--- src/rtl/gs_expo_pkg.sv ---
package gs_expo_pkg;

  typedef enum logic [1:0] {
    MODE_OVLP  = 2'b00,
    MODE_B2B   = 2'b01,
    MODE_SHOT  = 2'b10,
    MODE_SHOT2 = 2'b11
  } mode_e;

  typedef enum logic [2:0] {
    ST_IDLE,
    ST_CLR,
    ST_WAIT_PG,
    ST_PG,
    ST_INTEG,
    ST_WAIT_TX,
    ST_TX,
    ST_DRAIN
  } st_e;

endpackage

--- src/rtl/gs_pulse_gen.sv ---
module gs_pulse_gen #(
  parameter int PULSE_CYC = 4,
  localparam int CW = $clog2(PULSE_CYC + 1)
) (
  input  logic clk_i,
  input  logic rst_n_i,
  input  logic fire_i,
  output logic out_n_o,
  output logic last_o
);

  logic [CW-1:0] cnt_q, cnt_d;

  always_comb begin
    cnt_d = cnt_q;
    if (fire_i) begin
      cnt_d = CW'(PULSE_CYC);
    end else if (cnt_q != '0) begin
      cnt_d = cnt_q - CW'(1);
    end
  end

  always_ff @(posedge clk_i or negedge rst_n_i) begin
    if (!rst_n_i) begin
      cnt_q <= '0;
    end else begin
      cnt_q <= cnt_d;
    end
  end

  assign out_n_o = (cnt_q == '0);
  assign last_o  = (cnt_q == CW'(1));


  fire_idle_chk: assert property (@(posedge clk_i) disable iff (!rst_n_i)
    fire_i |-> (cnt_q == '0));


  count_step_chk: assert property (@(posedge clk_i) disable iff (!rst_n_i)
    ((cnt_q != '0) && !fire_i) |=> (cnt_q == $past(cnt_q) - CW'(1)));

endmodule

--- src/rtl/gs_row_calc.sv ---
module gs_row_calc #(
  parameter int ROW_W = 10
) (
  input  logic             ovlp_i,
  input  logic [ROW_W-1:0] int_rows_i,
  input  logic [ROW_W-1:0] win_last_i,
  output logic [ROW_W-1:0] eff_rows_o,
  output logic [ROW_W-1:0] start_row_o,
  output logic             clamp_o
);

  logic over;

  always_comb begin
    over    = (int_rows_i > win_last_i);
    clamp_o = ovlp_i && over;
    if (int_rows_i == '0) begin
      eff_rows_o = ROW_W'(1);
    end else if (clamp_o) begin
      eff_rows_o = win_last_i;
    end else begin
      eff_rows_o = int_rows_i;
    end
    start_row_o = win_last_i - eff_rows_o;
  end

endmodule

--- src/rtl/gs_expo_ctrl.sv ---
module gs_expo_ctrl
  import gs_expo_pkg::*;
#(
  parameter int ROW_W = 10
) (
  input  logic             clk_i,
  input  logic             rst_n_i,
  input  logic [1:0]       mode_i,
  input  logic             start_i,
  input  logic             stop_i,
  input  logic             clear_i,
  input  logic             row_tick_i,
  input  logic [ROW_W-1:0] row_idx_i,
  input  logic [ROW_W-1:0] win_last_i,
  input  logic [ROW_W-1:0] eff_rows_i,
  input  logic [ROW_W-1:0] start_row_i,
  input  logic             clamp_i,
  input  logic             pg_last_i,
  input  logic             tx_last_i,
  output logic             calc_ovlp_o,
  output logic             fire_pg_o,
  output logic             fire_tx_o,
  output logic             clr_act_o,
  output logic             frame_rdy_o,
  output logic             readout_go_o,
  output logic             clamp_err_o
);

  st_e              st_q, st_d;
  mode_e            mode_q, mode_d;
  logic [ROW_W-1:0] end_q, end_d;
  logic [ROW_W-1:0] eff_q, eff_d;
  logic [ROW_W-1:0] srow_q, srow_d;
  logic [ROW_W-1:0] icnt_q, icnt_d;
  logic [ROW_W-1:0] icnt_inc;
  logic             stop_q, stop_d;
  logic             rdy_q, rdy_d;
  logic             go_q, go_d;
  logic             err_q, err_d;
  logic             latch;
  logic             is_ovlp, is_shot, stop_now;

  assign is_ovlp     = (mode_q == MODE_OVLP);
  assign is_shot     = mode_q[1];
  assign stop_now    = stop_q | stop_i;
  assign icnt_inc    = icnt_q + 1'b1;
  assign calc_ovlp_o = (st_q == ST_IDLE) ? (mode_i == 2'b00) : is_ovlp;

  always_comb begin
    st_d      = st_q;
    mode_d    = mode_q;
    icnt_d    = icnt_q;
    rdy_d     = 1'b0;
    go_d      = 1'b0;
    fire_pg_o = 1'b0;
    fire_tx_o = 1'b0;
    latch     = 1'b0;
    stop_d    = (st_q == ST_IDLE) ? 1'b0 : stop_now;
    unique case (st_q)
      ST_IDLE: begin
        if (start_i) begin
          mode_d = mode_e'(mode_i);
          latch  = 1'b1;
          if (mode_i == 2'b00) begin
            st_d = ST_WAIT_PG;
          end else begin
            fire_pg_o = 1'b1;
            st_d      = ST_PG;
          end
        end else if (clear_i) begin
          fire_pg_o = 1'b1;
          fire_tx_o = 1'b1;
          st_d      = ST_CLR;
        end
      end
      ST_CLR: begin
        if (pg_last_i) st_d = ST_IDLE;
      end
      ST_WAIT_PG: begin
        if (row_tick_i && (row_idx_i == srow_q)) begin
          fire_pg_o = 1'b1;
          st_d      = ST_PG;
        end
      end
      ST_PG: begin
        if (pg_last_i) begin
          icnt_d = '0;
          st_d   = is_ovlp ? ST_WAIT_TX : ST_INTEG;
        end
      end
      ST_INTEG: begin
        if (row_tick_i) begin
          if (icnt_inc == eff_q) begin
            fire_tx_o = 1'b1;
            st_d      = ST_TX;
          end else begin
            icnt_d = icnt_inc;
          end
        end
      end
      ST_WAIT_TX: begin
        if (row_tick_i && (row_idx_i == end_q)) begin
          fire_tx_o = 1'b1;
          st_d      = ST_TX;
        end
      end
      ST_TX: begin
        if (tx_last_i) begin
          rdy_d = 1'b1;
          go_d  = !is_ovlp;
          if (is_shot || stop_now) begin
            st_d = ST_IDLE;
          end else if (is_ovlp) begin
            latch = 1'b1;
            st_d  = ST_WAIT_PG;
          end else begin
            st_d = ST_DRAIN;
          end
        end
      end
      ST_DRAIN: begin
        if (row_tick_i && (row_idx_i == end_q)) begin
          if (stop_now) begin
            st_d = ST_IDLE;
          end else begin
            latch     = 1'b1;
            fire_pg_o = 1'b1;
            st_d      = ST_PG;
          end
        end
      end
      default: st_d = ST_IDLE;
    endcase
  end

  always_comb begin
    end_d  = end_q;
    eff_d  = eff_q;
    srow_d = srow_q;
    err_d  = err_q;
    if (latch) begin
      end_d  = win_last_i;
      eff_d  = eff_rows_i;
      srow_d = start_row_i;
      err_d  = err_q | clamp_i;
    end
  end

  always_ff @(posedge clk_i or negedge rst_n_i) begin
    if (!rst_n_i) begin
      st_q   <= ST_IDLE;
      mode_q <= MODE_OVLP;
      end_q  <= '0;
      eff_q  <= '0;
      srow_q <= '0;
      icnt_q <= '0;
      stop_q <= 1'b0;
      rdy_q  <= 1'b0;
      go_q   <= 1'b0;
      err_q  <= 1'b0;
    end else begin
      st_q   <= st_d;
      mode_q <= mode_d;
      end_q  <= end_d;
      eff_q  <= eff_d;
      srow_q <= srow_d;
      icnt_q <= icnt_d;
      stop_q <= stop_d;
      rdy_q  <= rdy_d;
      go_q   <= go_d;
      err_q  <= err_d;
    end
  end

  assign clr_act_o    = (st_q == ST_CLR);
  assign frame_rdy_o  = rdy_q;
  assign readout_go_o = go_q;
  assign clamp_err_o  = err_q;


  go_mode_chk: assert property (@(posedge clk_i) disable iff (!rst_n_i)
    go_q |-> (mode_q != MODE_OVLP));


  rdy_after_tx_chk: assert property (@(posedge clk_i) disable iff (!rst_n_i)
    $rose(rdy_q) |-> $past(tx_last_i));


  err_sticky_chk: assert property (@(posedge clk_i) disable iff (!rst_n_i)
    err_q |=> err_q);


  shot_end_chk: assert property (@(posedge clk_i) disable iff (!rst_n_i)
    (rdy_q && is_shot) |-> (st_q == ST_IDLE));

endmodule

--- src/rtl/gs_expo_seq.sv ---
module gs_expo_seq #(
  parameter int ROW_W     = 10,
  parameter int PULSE_CYC = 4
) (
  input  logic             clk_i,
  input  logic             rst_n_i,
  input  logic [1:0]       mode_i,
  input  logic             start_i,
  input  logic             stop_i,
  input  logic             clear_i,
  input  logic [ROW_W-1:0] int_rows_i,
  input  logic [ROW_W-1:0] win_last_i,
  input  logic [ROW_W-1:0] row_idx_i,
  input  logic             row_tick_i,
  output logic             pg_n_o,
  output logic             tx_n_o,
  output logic             frame_rdy_o,
  output logic             readout_go_o,
  output logic             clamp_err_o
);

  localparam int NCH = 2;

  logic             rst_s0, rst_sn;
  logic [ROW_W-1:0] eff_rows, start_row;
  logic             clamp, calc_ovlp, clr_act;
  logic [NCH-1:0]   fire_v, out_n_v, last_v;

  always_ff @(posedge clk_i or negedge rst_n_i) begin
    if (!rst_n_i) begin
      rst_s0 <= 1'b0;
      rst_sn <= 1'b0;
    end else begin
      rst_s0 <= 1'b1;
      rst_sn <= rst_s0;
    end
  end

  gs_row_calc #(.ROW_W(ROW_W)) u_calc (
    .ovlp_i      (calc_ovlp),
    .int_rows_i  (int_rows_i),
    .win_last_i  (win_last_i),
    .eff_rows_o  (eff_rows),
    .start_row_o (start_row),
    .clamp_o     (clamp)
  );

  gs_expo_ctrl #(.ROW_W(ROW_W)) u_ctrl (
    .clk_i        (clk_i),
    .rst_n_i      (rst_sn),
    .mode_i       (mode_i),
    .start_i      (start_i),
    .stop_i       (stop_i),
    .clear_i      (clear_i),
    .row_tick_i   (row_tick_i),
    .row_idx_i    (row_idx_i),
    .win_last_i   (win_last_i),
    .eff_rows_i   (eff_rows),
    .start_row_i  (start_row),
    .clamp_i      (clamp),
    .pg_last_i    (last_v[0]),
    .tx_last_i    (last_v[1]),
    .calc_ovlp_o  (calc_ovlp),
    .fire_pg_o    (fire_v[0]),
    .fire_tx_o    (fire_v[1]),
    .clr_act_o    (clr_act),
    .frame_rdy_o  (frame_rdy_o),
    .readout_go_o (readout_go_o),
    .clamp_err_o  (clamp_err_o)
  );

  for (genvar g = 0; g < NCH; g++) begin : g_chan
    gs_pulse_gen #(.PULSE_CYC(PULSE_CYC)) u_pulse (
      .clk_i   (clk_i),
      .rst_n_i (rst_sn),
      .fire_i  (fire_v[g]),
      .out_n_o (out_n_v[g]),
      .last_o  (last_v[g])
    );
  end

  assign pg_n_o = out_n_v[0];
  assign tx_n_o = out_n_v[1];


  both_low_chk: assert property (@(posedge clk_i) disable iff (!rst_sn)
    (!pg_n_o && !tx_n_o) |-> clr_act);


  go_with_rdy_chk: assert property (@(posedge clk_i) disable iff (!rst_sn)
    readout_go_o |-> frame_rdy_o);

endmodule

--- config.mk ---
export PLATFORM = sky130hd
export DESIGN_NAME = gs_expo_seq
export DESIGN_NICKNAME = d
export VERILOG_FILES = /design/src/rtl/gs_expo_pkg.sv /design/src/rtl/gs_pulse_gen.sv /design/src/rtl/gs_row_calc.sv /design/src/rtl/gs_expo_ctrl.sv /design/src/rtl/gs_expo_seq.sv
export SDC_FILE = /design/constraint.sdc
export NUM_CORES = 1
export LEC_CHECK = 0
export BUFFER_PORTS_ARGS = -buffer_cell sky130_fd_sc_hd__buf_2
export CORE_MARGIN = 5
export CORE_UTILIZATION = 60
export CTS_BUF_LIST = sky130_fd_sc_hd__clkbuf_4
export CTS_CLUSTER_SIZE = 8
export DETAILED_ROUTE_END_ITERATION = 10
export PLACE_DENSITY_LB_ADDON = 0.05
export SLEW_MARGIN = 20
export SYNTH_ARGS = -nofsm -noshare
export SYNTH_HDL_FRONTEND = slang
export SYNTH_SLANG_ARGS = --single-unit
--- constraint.sdc ---
create_clock -name clk_i -period 2.37 [get_ports clk_i]
set_input_delay 0.1185 -clock clk_i [delete_from_list [all_inputs] [get_ports clk_i]]
set_output_delay 0.1185 -clock clk_i [all_outputs]
set_load 0.05 [all_outputs]
==> summary.txt <==
STA
  • Slew HR: a little under half
  • Hold Slack: 19.37 ps
  • Setup Viol. Count Final: 9
  • Worst-Margin Slew: 821.4 ps
  • Final setup margin: -697.2 ps
  • Final period util: 129.4%
  • Worst clock skew: 21.02 ps
  • RSZ-0062 raised after global routing: yes
  • Final hold vios: 0
  • F_max: between 0.3 and 0.4 GHz
  • Max-slew violations: 0
  • Min Tclk post-route: 3067 ps

GRT
  • Initial antenna violation count: 0
  • Largest net degree at the start of global routing: 36
  • Vias in the first global route: 4018
  • Total global routing overflow: 0
  • Tot GR Track Use: between 20 and 30%
  • First-pass GRT wire length: 19.43 mm

Place
  • Placement Setup Slack: -1105 ps
  • GPL Wtd Cong: 0.8867
  • HPWL Detailed: 8.517 mm
  • Port Buffers: 42

Setup path
  • CP Capture Type: flip-flop
  • Worst path top cell family by delay: compound AO/OA/AOI/OAI gates
  • Crit path largest cell delay: 410 ps
  • CP Cell Sequence: nor3_4 -> mux2i_1 -> buf_4 -> nor2_4 -> o21ai_4 -> mux2i_1 -> nand2b_1 -> ha_2 -> fa_2 -> nand2b_4 -> a21boi_2 -> o211ai_1 -> a31oi_1 -> xnor2_1 -> o21ai_1
  • Worst path depth: 15
  • Crit path DAT: 3330 ps
  • CP Class: reg -> reg
  • Worst Path Buf+Inv: 1
  • Critical Path Slowest Stage Cell: dfrtp_1
  • R2r worst-path depth: 15
  • Worst path required time: about 2600 ps
  • Setup crit start kind: flip-flop
  • Critical path's most frequent cell: mux2i_1
  • CP max FO: 2

Clock tree
  • CTS HTree Levels: 3
  • CTS clk-pin slew, worst paths: 90 ps
  • Worst-Skew Late Latency: 410 ps
  • Num Clock Sinks: 57
  • CTS tree: built
  • CTS Buf Count: 9
  • Longest Clk Path Bufs: 2
  • Root buffer cell: clkbuf_4

Drt
  • Routed vias: roughly 4100
  • Final ANT Viol Nets: 0
  • WL/cell: 17.87 um
  • WL final: ~12 mm
  • DRC violations left: 0
  • Vias per cell: 6.037
  • Drt initial violations: 287
  • Pre-antenna DRT Iters: 7

Outcome
  • Failing checks: negative setup slack
  • Status: complete, but fails checks

Power
  • Leak: 2.514 nW
  • Comb pwr share: 56.9%
  • Clk pwr share: 11.6%
  • Register share of total power: 31.4%
  • Design internal power: 0.003277 W
  • Sw Ratio: 43.58%
  • Max IR drop VDD: 0.0007169 V
  • Net Switching: 0.002531 W
  • P per Cell Area: approximately 1100 nW/um^2

Synth
  • Combinational family with the most area after synthesis: simple AND/OR/NAND/NOR gates
  • Area leader, netlist: dfrtp_1
  • Syn Std Cell Area: around 4000 um^2
  • Mux cell area share after synthesis: 3.763%
  • Post-synth top flop: dfrtp_1
  • Share of the synthesized area in the top cell type: 35.16%
  • Yosys cell types: 60
  • Post-Syn Nets: 530
  • Xor/xnor share of the synthesized area: 8.853%
  • Async SR Flop Fraction: 100.0%
  • Synthesized-area fraction occupied by adder cells: around 8.5%
  • Gate Count Post-Synth: 465
  • Number of synthesized flops with an enable pin: 0
  • Top cells by area, synth: dfrtp_1 (35%), ha_1 (8.0%), xnor2_1 (6.9%)
  • Synth Area in Compound Gates: 17.89%
  • Syn avg cell area: slightly below 9 um^2
  • Sequential element share of the synthesized area: 35.16%
  • Register bit total from synthesis: 57
  • Syn. warnings: 0
  • Simple-Gate Fraction of Synth Area: between 20% and 30%

Floorplanning
  • Core box area: 6681 um^2
  • DIE HEIGHT: 92.23 um
  • Top Ports: 43
  • Die footprint: 8505 um^2
  • Row count: 30
  • Die Wd: 92.23 um
  • Starting Density: just over 60%

Run
  • MaxCap Viol Count: 0

Worst hold path
  • HP Class: in -> async

Layout
  • Net count, final: 656
  • Area growth syn-to-layout: 33.53%
  • Share of cells above drive strength 1: 33.78%
  • Util after Layout: 81.07%
  • N_diodes: 0
[synth_stat cells, types with 2 or more instances]
master and number:
a21o_1 2, nor3_1 17, nor2_1 22, and3_1 10
a31oi_1 3, a211oi_1 3, nand4_1 11, or4_1 2
dfrtp_1 57, and4_1 2, o21ai_0 36, nand2b_1 8
o32ai_1 2, nor3b_1 3, xor2_1 9, a31o_2 2
nor2b_1 11, a211o_1 3, a21oi_1 12, o21a_1 4
xnor2_1 32, mux2i_1 13, o221a_2 2, nand3_1 9
o22ai_1 5, or2_2 9, o31ai_1 4, o21ai_1 10
buf_2 7, o211ai_1 7, buf_4 3, o21bai_1 2
nand2_1 60, nand3b_1 5, mux2_2 2, and2_1 2
inv_1 17, ha_1 26, clkbuf_1 10
[metal layers]
layer / wire length, um / track usage, %
met1: 5067 / 38.61
met2: 5792 / 46.23
met3: 723 / 4.676
met4: 479 / 13.74
met5: 0 / 0
[sequential cells by signal (all words and copies together) (netlist names)]
signal,cells
rst_sn,1
u_ctrl.end_q,10
u_ctrl.frame_rdy_o,1
g_chan.u_pulse.cnt_q,6
u_ctrl.readout_go_o,1
rst_s0,1
u_ctrl.st_q,3
u_ctrl.stop_q,1
u_ctrl.clamp_err_o,1
u_ctrl.eff_q,10
u_ctrl.srow_q,10
u_ctrl.icnt_q,10
u_ctrl.mode_q,2
[what timing repair did]
item | in CTS | in global routing
buffers inserted | 6 | 2
pin swaps | 19 | 7
endpoints found under the hold margin | 4 | 0
resized for setup | 27 | 8
hold buffers | 3 | 0
gates cloned | 1 | 0
endpoints found under the setup margin | 22 | 17
[final timing paths]
check / from / to / slack (ps)
max: u_ctrl.st_q[1] / u_ctrl.srow_q[8] / -700
min: rst_n_i / rst_sn / 20
max reg2reg: u_ctrl.st_q[1] / u_ctrl.srow_q[8] / -700
min reg2reg: rst_sn / u_ctrl.icnt_q[9] / 360
max in group asynchronous: rst_sn / u_ctrl.srow_q[6] / 1390
min in group clk_i: stop_i / u_ctrl.stop_q / 20
[cells by family (layout without fill, tap and decap cells)]
logic type	after synthesis	count (layout)
other	1	1
multiplexers	15	15
adder cells (fa/ha/maj)	27	27
flip-flops	57	57
buffers and inverters	38	167
AO/OA/AOI/OAI	112	113
XOR/XNOR	41	41
AND/OR/NAND/NOR	174	174
[metrics by stage]
stage	total power, W	instance area [um^2]	TNS [ps]	cells
after detailed placement	0.004838	5026	-7770	649
after global routing	0.006235	5416	-5401	675
after floorplan	0.003864	4174	-2881	465
final	0.005808	5416	-4224	675
after global placement	0.004705	5026	-6488	649
after CTS	0.005677	5356	-3562	673
[area by class of cell]
type / instances / area (um^2)
Clock buffer: 10 / 75.07
Clock inverter: 5 / 47.55
Fill cell: 421 / 1265
Inverter: 17 / 76.32
Multi-Input combinational cell: 371 / 2750
Sequential cell: 57 / 1428
Tap cell: 80 / 100.1
Timing Repair Buffer: 135 / 939.7
[cell usage in the layout (no fill, tap or decap), types with 9 or more instances in the layout]
master     n
ha_4      10
o21ai_1   14
nand3_1    9
nor2_1    20
o21ai_0   30
nor3_1    16
a21oi_1   10
dfrtp_1   56
clkbuf_4  10
xnor2_1   30
nor2b_1   10
and3_1    10
buf_4     86
xor2_1     9
ha_1      14
nand2_1   60
buf_2     42
mux2i_1   11
nand4_1   11
inv_1     14
[power groups by stage]
stage | Clock (W) | Combinational (W) | Sequential, W
4_1_cts | 0.000681 | 0.00318 | 0.00181
3_5_place_dp | 0 | 0.00301 | 0.00183
6_report | 0.000677 | 0.00331 | 0.00183
3_3_place_gp | 0 | 0.00291 | 0.00180
5_1_grt | 0.000729 | 0.00362 | 0.00188
2_1_floorplan | 0 | 0.00209 | 0.00177
(Power assumes the default switching activity.)
